--- config.mk ---
export PLATFORM = sky130hd
export DESIGN_NAME = thermal_trip_irq
export DESIGN_NICKNAME = d
export VERILOG_FILES = /design/src/rtl/thermal_trip_irq.sv
export SDC_FILE = /design/constraint.sdc
export NUM_CORES = 1
export LEC_CHECK = 0
export ABC_AREA = 1
export BUFFER_PORTS_ARGS = -buffer_cell sky130_fd_sc_hd__buf_2
export CORE_MARGIN = 10
export CORE_UTILIZATION = 40
export CTS_CLUSTER_SIZE = 12
export DETAILED_ROUTE_END_ITERATION = 12
export HOLD_SLACK_MARGIN = 0.05
export MAX_ROUTING_LAYER = met4
export PLACE_DENSITY = 0.64
export SLEW_MARGIN = 0
export SYNTH_ARGS = -nofsm -noshare
export SYNTH_HDL_FRONTEND = slang
export SYNTH_SLANG_ARGS = --single-unit
--- constraint.sdc ---
create_clock -name clk -period 8.51 [get_ports clk]
set_clock_uncertainty 0.05 [all_clocks]
set_input_delay 1.2765 -clock clk [delete_from_list [all_inputs] [get_ports clk]]
set_output_delay 1.2765 -clock clk [all_outputs]
set_load 0.05 [all_outputs]
--- src/rtl/thermal_trip_irq.sv ---
module thermal_trip_irq #(
  parameter int TW       = 8,
  parameter int NLVL     = 4,
  parameter int EW       = 16,
  parameter int AW       = 4,
  parameter int BASE_MIN = 25,
  parameter int BASE_MAX = 125,
  parameter int BASE_RST = 80
) (
  input  logic          clk,
  input  logic          rst_n,
  input  logic          sens_valid,
  input  logic [TW-1:0] sens_temp,
  input  logic          reg_we,
  input  logic [AW-1:0] reg_addr,
  input  logic [31:0]   reg_wdata,
  output logic [31:0]   reg_rdata,
  output logic          irq
);
  localparam logic [AW-1:0] A_CTRL = AW'(0);
  localparam logic [AW-1:0] A_BASE = AW'(1);
  localparam logic [AW-1:0] A_OFFS = AW'(2);
  localparam logic [AW-1:0] A_HYST = AW'(3);
  localparam logic [AW-1:0] A_EN   = AW'(4);
  localparam logic [AW-1:0] A_STAT = AW'(5);
  localparam logic [AW-1:0] A_CLR  = AW'(6);
  localparam logic [AW-1:0] A_EMUL = AW'(7);
  localparam logic [AW-1:0] A_TEMP = AW'(8);
  localparam logic [TW-1:0] T_MAX  = {TW{1'b1}};
  localparam logic [TW-1:0] B_MIN  = TW'(BASE_MIN);
  localparam logic [TW-1:0] B_MAX  = TW'(BASE_MAX);

  logic                     run, emul_on;
  logic [TW-1:0]            base, hyst, cur_temp, emul_temp;
  logic [NLVL-1:0][TW-1:0]  offs;
  logic [NLVL-1:0]          rise_en, fall_en, rise_st, fall_st, armed, hot_q;
  logic [EW-1:0]            emul_time, emul_cnt;
  logic [NLVL-1:0][TW-1:0]  rise_thr, fall_thr;
  logic [NLVL-1:0]          hot, cold, rise_evt, fall_evt, clr_r, clr_f;
  logic [TW-1:0]            wbase, base_in;

  wire wr_ctrl = reg_we && reg_addr == A_CTRL;
  wire wr_base = reg_we && reg_addr == A_BASE;
  wire wr_offs = reg_we && reg_addr == A_OFFS;
  wire wr_hyst = reg_we && reg_addr == A_HYST;
  wire wr_en   = reg_we && reg_addr == A_EN;
  wire wr_clr  = reg_we && reg_addr == A_CLR;
  wire wr_emul = reg_we && reg_addr == A_EMUL;

  assign wbase   = reg_wdata[TW-1:0];
  assign base_in = (wbase < B_MIN) ? B_MIN : (wbase > B_MAX) ? B_MAX : wbase;
  assign clr_r   = wr_clr ? reg_wdata[NLVL-1:0] : '0;
  assign clr_f   = wr_clr ? reg_wdata[2*NLVL-1:NLVL] : '0;

  for (genvar g = 0; g < NLVL; g++) begin : g_lvl
    wire [TW:0] sum = {1'b0, base} + {1'b0, offs[g]};
    assign rise_thr[g] = sum[TW] ? T_MAX : sum[TW-1:0];
    assign fall_thr[g] = (rise_thr[g] > hyst) ? rise_thr[g] - hyst : '0;
    assign hot[g]      = cur_temp > rise_thr[g];
    assign cold[g]     = cur_temp < fall_thr[g];
  end

  assign rise_evt = hot & ~hot_q & rise_en;
  assign fall_evt = armed & cold & fall_en;

  always_ff @(posedge clk or negedge rst_n) begin
    if (!rst_n) begin
      run       <= 1'b0;
      emul_on   <= 1'b0;
      base      <= TW'(BASE_RST);
      offs      <= '0;
      hyst      <= '0;
      rise_en   <= '0;
      fall_en   <= '0;
      emul_temp <= '0;
      emul_time <= '0;
    end else begin
      if (wr_ctrl) {emul_on, run} <= reg_wdata[1:0];
      if (wr_base) base <= base_in;
      if (wr_offs) offs <= reg_wdata[NLVL*TW-1:0];
      if (wr_hyst) hyst <= reg_wdata[TW-1:0];
      if (wr_en)   {fall_en, rise_en} <= reg_wdata[2*NLVL-1:0];
      if (wr_emul) {emul_time, emul_temp} <= reg_wdata[TW+EW-1:0];
    end
  end

  always_ff @(posedge clk or negedge rst_n) begin
    if (!rst_n) begin
      cur_temp <= '0;
      emul_cnt <= '0;
    end else if (run && emul_on) begin
      if (emul_cnt >= emul_time) begin
        cur_temp <= emul_temp;
        emul_cnt <= '0;
      end else begin
        emul_cnt <= emul_cnt + 1'b1;
      end
    end else begin
      emul_cnt <= '0;
      if (run && sens_valid) cur_temp <= sens_temp;
    end
  end

  always_ff @(posedge clk or negedge rst_n) begin
    if (!rst_n) begin
      hot_q   <= '0;
      armed   <= '0;
      rise_st <= '0;
      fall_st <= '0;
      irq     <= 1'b0;
    end else begin
      hot_q   <= hot;
      armed   <= (armed & ~(armed & cold)) | rise_evt;
      rise_st <= (rise_st & ~clr_r) | rise_evt;
      fall_st <= (fall_st & ~clr_f) | fall_evt;
      irq     <= |((rise_st & rise_en) | (fall_st & fall_en));
    end
  end

  always_comb begin
    reg_rdata = '0;
    case (reg_addr)
      A_CTRL:  reg_rdata = 32'({emul_on, run});
      A_BASE:  reg_rdata = 32'(base);
      A_OFFS:  reg_rdata = 32'(offs);
      A_HYST:  reg_rdata = 32'(hyst);
      A_EN:    reg_rdata = 32'({fall_en, rise_en});
      A_STAT:  reg_rdata = 32'({fall_st, rise_st});
      A_EMUL:  reg_rdata = 32'({emul_time, emul_temp});
      A_TEMP:  reg_rdata = 32'({run, cur_temp});
      default: reg_rdata = '0;
    endcase
  end

  AST_BASE_IN_RANGE: assert property (@(posedge clk) disable iff (!rst_n)
    base >= B_MIN && base <= B_MAX);

  AST_DISABLED_STAYS_CLEAR: assert property (@(posedge clk) disable iff (!rst_n)
    (rise_st & ~$past(rise_st) & ~$past(rise_en)) == '0);

  AST_IRQ_DROPS: assert property (@(posedge clk) disable iff (!rst_n)
    ((rise_st & rise_en) == '0 && (fall_st & fall_en) == '0) |=> !irq);

  AST_EMUL_WAITS: assert property (@(posedge clk) disable iff (!rst_n)
    (run && emul_on && emul_cnt < emul_time) |=> $stable(cur_temp));

  AST_IDLE_HOLDS: assert property (@(posedge clk) disable iff (!rst_n)
    !run |=> $stable(cur_temp));

  for (genvar g = 0; g < NLVL; g++) begin : g_chk
    AST_RISE_ABOVE_BASE: assert property (@(posedge clk) disable iff (!rst_n)
      $rose(rise_st[g]) |-> $past(cur_temp) > $past(base));

    AST_FALL_BELOW_TRIP: assert property (@(posedge clk) disable iff (!rst_n)
      $rose(fall_st[g]) |-> $past(cur_temp) <= $past(rise_thr[g]));

    AST_CLEAR_TAKES: assert property (@(posedge clk) disable iff (!rst_n)
      (wr_clr && reg_wdata[g] && !(hot[g] && !hot_q[g] && rise_en[g])) |=> !rise_st[g]);
  end
endmodule

# Word level (Yosys, flattened, before mapping)
# Cells that the tools add are included.
[totals] word_cells=100 inputBits=48 reg_bits=123 out_inout_bits=33
[op_classes] n_eq_ne=9 order_cmp=15 addsub=9 n_reduce_logical=13 n_mux=18 n_bitwise=17
[op_table] cell="one-hot mux 32 bit (8 select lines)" n=1
[op_table] cell="two-way mux 8 bit" n=13
[op_table] cell="> comparator 8 bit" n=8
[op_table] cell="adder 8 x 8 -> 9 bit" n=4
[op_table] cell="AND 4 bit" n=9
[op_table] cell="< comparator 8 bit" n=4
[op_table] cell="two-way mux 16 bit" n=2
[op_table] cell="subtractor 8 bit" n=4
[op_table] cell="adder 16 x 1 -> 16 bit (second input constant)" n=1
[op_table] cell="equality test 4 x 3 -> 1 bit (second input constant)" n=4
[op_table] cell="greater-or-equal comparator 16 bit" n=1
[op_table] cell="inverter 4 bit" n=4
[op_table] cell="OR 4 bit" n=4
[op_table] cell="logical AND 1 bit" n=9
[op_table] cell="equality test 4 x 2 -> 1 bit (second input constant)" n=2
[op_table] cell="> comparator 8 x 7 -> 1 bit (second input constant)" n=1
[op_table] cell="< comparator 8 x 5 -> 1 bit (second input constant)" n=1
[op_table] cell="two-way mux 4 bit" n=2
[op_table] cell="equality test 4 x 1 -> 1 bit (second input constant)" n=1
[op_table] cell="equality test 4 bit (second input constant)" n=1
[op_table] cell="zero test 4 bit" n=1
[op_table] cell="OR reduction 4 bit" n=1
[op_table] cell="!= test 2 x 1 -> 1 bit (second input constant)" n=1
[op_table] cell="AND reduction 2 bit" n=1
[op_table] cell="nonzero test 2 bit" n=1

# Longest topological paths before layout
[depth] word_depth=9 depth_mapped=27 ltp_nobuf=26

# Worst setup path after synthesis
# Ideal clock, no wire load.
[synth_timing] path_kind="in2out" from="input reg_addr[3]" to="output reg_rdata[10]" cell_stages=7 required_ns=7.184 path_buffers=2 t_arrival_ns=2.956 slack_ns=4.228 path_cell_list="inv_1 -> nand2_2 -> nor2_2 -> buf_4 -> inv_2 -> buf_6 -> o21ai_0"
[synth_between] elab_chain_cells=2 word_cells_on_any_way=9 classes_between="eq/ne: 7; mux: 1; reduce/logical: 1"
[synth_lines] item="from (decl)" line="15" rtl="input logic [AW-1:0] reg_addr,"
[synth_lines] item="equality test 4 bit, or another cell as far along" line="122" rtl="case (reg_addr)"
[synth_lines] item="one-hot mux 32 bit (8 select lines) (*)" line="122"
[synth_lines] item="to (decl)" line="17" rtl="output logic [31:0] reg_rdata,"
# Every way passes the cells marked *; elsewhere a longest branch is shown, timed or not.

# Worst setup path after layout
[layout_timing] from="register base[0]" to="register armed[1]"
[layout_between] elab_chain_cells=9 word_cells_on_any_way=13 classes_between="add/sub: 2; order compare: 3; mux: 2; bitwise: 6"
[layout_lines] item="from (decl)" line="34" rtl="logic [TW-1:0] base, hyst, cur_temp, emul_temp;"
[layout_lines] item="from (signal assigned)" line="70" rtl="base <= TW'(BASE_RST);"
[layout_lines] item="from (signal assigned)" line="79" rtl="if (wr_base) base <= base_in;"
[layout_lines] item="adder 8 x 8 -> 9 bit (*)" line="56" rtl="wire [TW:0] sum = {1'b0, base} + {1'b0, offs[g]};"
[layout_lines] item="two-way mux 8 bit (*)" line="57" rtl="assign rise_thr[g] = sum[TW] ? T_MAX : sum[TW-1:0];"
[layout_lines] item="subtractor 8 bit / > comparator 8 bit (equally long branches)" line="58" rtl="assign fall_thr[g] = (rise_thr[g] > hyst) ? rise_thr[g] - hyst : '0;"
[layout_lines] item="two-way mux 8 bit" line="58"
[layout_lines] item="< comparator 8 bit" line="60" rtl="assign cold[g] = cur_temp < fall_thr[g];"
[layout_lines] item="AND 4 bit" line="113" rtl="armed <= (armed & ~(armed & cold)) | rise_evt;"
[layout_lines] item="inverter 4 bit" line="113"
[layout_lines] item="AND 4 bit" line="113"
[layout_lines] item="OR 4 bit (*)" line="113"
[layout_lines] item="to (signal assigned)" line="113"
[layout_lines] item="to (decl)" line="36" rtl="logic [NLVL-1:0] rise_en, fall_en, rise_st, fall_st, armed, hot_q;"
# Marked as above.
# A chain may end at the register's enable or synchronous reset.

==> results.yml <==
power:
  powerDensity_mw_per_mm2: 361
  power_leakage_uw: 0.00637
  peakVddDrop_v: 0.000194
flow_run:
  maxCapViolCount: 0
clocking:
  cts_hold_buf: 0
  cts_setup_buffers: 0
  h-tree-depth: 4
  clockBufferDepth: 2
  cts-buffers-inserted: 17
  tritoncts: "yes"
  root_buffer: "clkbuf_16"
  clkTransAtPathRegs_ps: 60
  clk_latency_ps: 440
  cts_resized: 0
  cts_num_sinks: 123
global_route:
  grt_overflow: 0
  grt_pass1_vias: 9463
  antenna_found_initial: 0
  grt_usage_pct: 19.4
  grt_max_degree: 68
  grt_pass1_wl_um: 50400
synthesis:
  netlist_top_cells_count: "371 x nand2_1, 233 x inv_1, 141 x ha_1, 121 x dfrtp_1, 109 x a21oi_1"
  ys_seq_area_share_pct: 29.1
  synthArstFlopShare_pct: 100
  syn_area_per_cell_um2: 7.23
  yosysWarnings: 0
  synthTopCellsByArea: "dfrtp_1 29%, ha_1 17%, nand2_1 13%"
  synth-main-ff-cell: "dfrtp_1"
  yosys.area.top_type: "dfrtp_1"
  synth.most_common_cell: "nand2_1"
  synth_edf_count: 0
  ys_types: 55
  ys_ff_latch: 123
  syn_nets: 1663
  syn_area_mm2: 0.0106
  yosys.area.top_type_share_pct: 28.6
  syn_inst: 1466
final_layout:
  fillers: 2643
  syn2layout_area_growth_pct: 12.1
  nets: 1741
  final_area_mm2: 0.0119
  diodes: 0
  fin_util_pct: 45.6
  fin_cells: 1892
  final_layout_size_suffix_gt1_share_pct: 10.6
critical_path:
  critPathMaxFanout: 7
  rr_startpoint: "base[0]"
  reg2reg_to: "armed[1]"
  cp-start-kind: "flop"
  crit_type: "flop to flop"
  crit_path_end_kind: "flop"
  r2r_slack_ps: 4070
  crit_required_ps: 8770
  arrival_ps: 4700
  r2r_cells: 25
floorplan:
  start_util_pct: 40.6
  die_h_um: 183
  core_area_mm2: 0.0261
  ioPinCount: 81
  dieArea_mm2: 0.0334
  rows: 59
  die_w_um: 183
routing:
  drcViolationCount: 0
  via_per_inst: 5.25
  ant_nets: 0
  drtPass1Iterations: 5
  drt_wl_total_um: 31800
  drt-initial-drc-count: 738
  route.vias.total: 9942
  wl_per_cell_um: 16.8
timing:
  fin_crit_sh_pct: 52.2
  final.setup.worst_slack_ps: 4070
  layout_min_cycle_time_ps: 4440
  tightest_slew_ps: 903
  timing.final.max_slew_violations: 0
  tns_ps: 0
  fmax_mhz: 225
  hold_viol_final: 0
  rsz0062_at_grt: "false"
  finalSetupViolCount: 0
  slew_headroom_pct: 39.8
placed_design:
  dp_slack_ps: 4130
  place_area_mm2: 0.0112
  place_hpwl_um: 24400
  placedCellCount: 1860
  gp_congestion: 0.948
  port-buffer-count: 80
hold_path:
  min_from: "armed[1]"
  hold_class: "flop to flop"
  holdPathStages: 2
  min_to: "armed[1]"
status:
  run_status: "completed"
## power by group
part	internal [µW]	switching, µW	leakage (µW)
combinational	991	1540	0.00454
clock	494	296	0.000302
sequential	718	246	0.00153
total	2200	2080	0.00637
## stage by stage
stage	total power (µW)	hold WS, ps
final	4280	417
after detailed placement	3470	408
after global routing	4740	447
after CTS	4270	422
after floorplan	2850	392
after global placement	3410	405
## routing by layer
metal | vias up | share of wire, % | GRT usage, %
li1 | 5000 | - | -
met1 | 4581 | 48 | 26.3
met2 | 324 | 43 | 28.9
met3 | 37 | 6.9 | 3.90
met4 | 0 | 1.9 | 5.27
met5 | - | 0 | -
## placed cells by master, fill, tap and decap left out, types with 3 or more instances in the layout
master     instances
o31a_1             4
inv_1            233
o22ai_1           12
clkinv_4           5
o21ai_1           35
clkbuf_16         17
nor3_1            14
nand4_1           13
nor2_2             4
or2_2             16
nand3b_1           9
nor2_1            96
ha_1             141
o211ai_1           8
nor4_1             3
and2_1             4
buf_2             79
xor2_1            12
nand3_1           76
nor2_4             3
inv_2              6
a32o_1             3
nand2_4            4
a21oi_1          109
nand2_2            5
nand2_1          371
a221oi_1          11
a21boi_0           7
buf_4              3
o21ai_0           79
dfrtp_1          121
bufinv_16          4
o221ai_1           3
nor3_2             3
a211oi_1           7
fa_1               8
## critical path, cell delays in order (launching register included)
cell and delay [ps]:
dfrtp_1 500, ha_1 290, fa_1 400, a21oi_1 150, o21ai_0 120, nand2_1 80
nand2_1 120, inv_1 120, nand2_1 60, nor2_1 140, inv_1 60, ha_1 330
nand2_1 90, nor2_1 160, nand2_1 70, nand2_1 60, and2_1 230, a21boi_0 190
o21ai_0 120, ha_1 300, a21oi_1 140, nor2_1 50, a211oi_1 270, nand2_1 90
nand2_1 60, nand2_1 40
## how the worst max path moves through the flow
| stage | start | endpoint | cells after the start |
|---|---|---|---|
| after floorplan | reg_addr[3] | reg_rdata[10] | 7 |
| after global placement | reg_addr[0] | reg_rdata[0] | 7 |
| after detailed placement | base[0] | armed[1] | 25 |
| after CTS | base[0] | armed[1] | 25 |
| after global routing | base[0] | armed[2] | 25 |
| final | base[0] | armed[1] | 25 |
## layout make-up
class | instances | area [µm²] | area share [%]
sequential | 123 | 3080 | 25.9
inverter | 242 | 912 | 7.68
clock inverter | 13 | 194 | 1.63
multi-input combinational | 1078 | 6420 | 54.0
timing repair buffer | 82 | 418 | 3.52
tap | 335 | 419 | 3.53
clock buffer | 19 | 433 | 3.65
## registers in the layout, summed over array words and instances, names as in the netlist, 8 cells and up
signal and flops:
offs 32, emul_cnt 16, emul_time 16, base 8
cur_temp 8, emul_temp 8, hyst 8
## cells by family after synthesis
kind of cell / Yosys count / share of synthesized area (%)
simple gates: 626 / 25.9
compound gates: 290 / 15.5
buf+inv: 265 / 10.3
fa+ha+maj: 149 / 18.2
flops: 123 / 29.1
xor+xnor: 13 / 1.07
(Power assumes the default switching activity.)
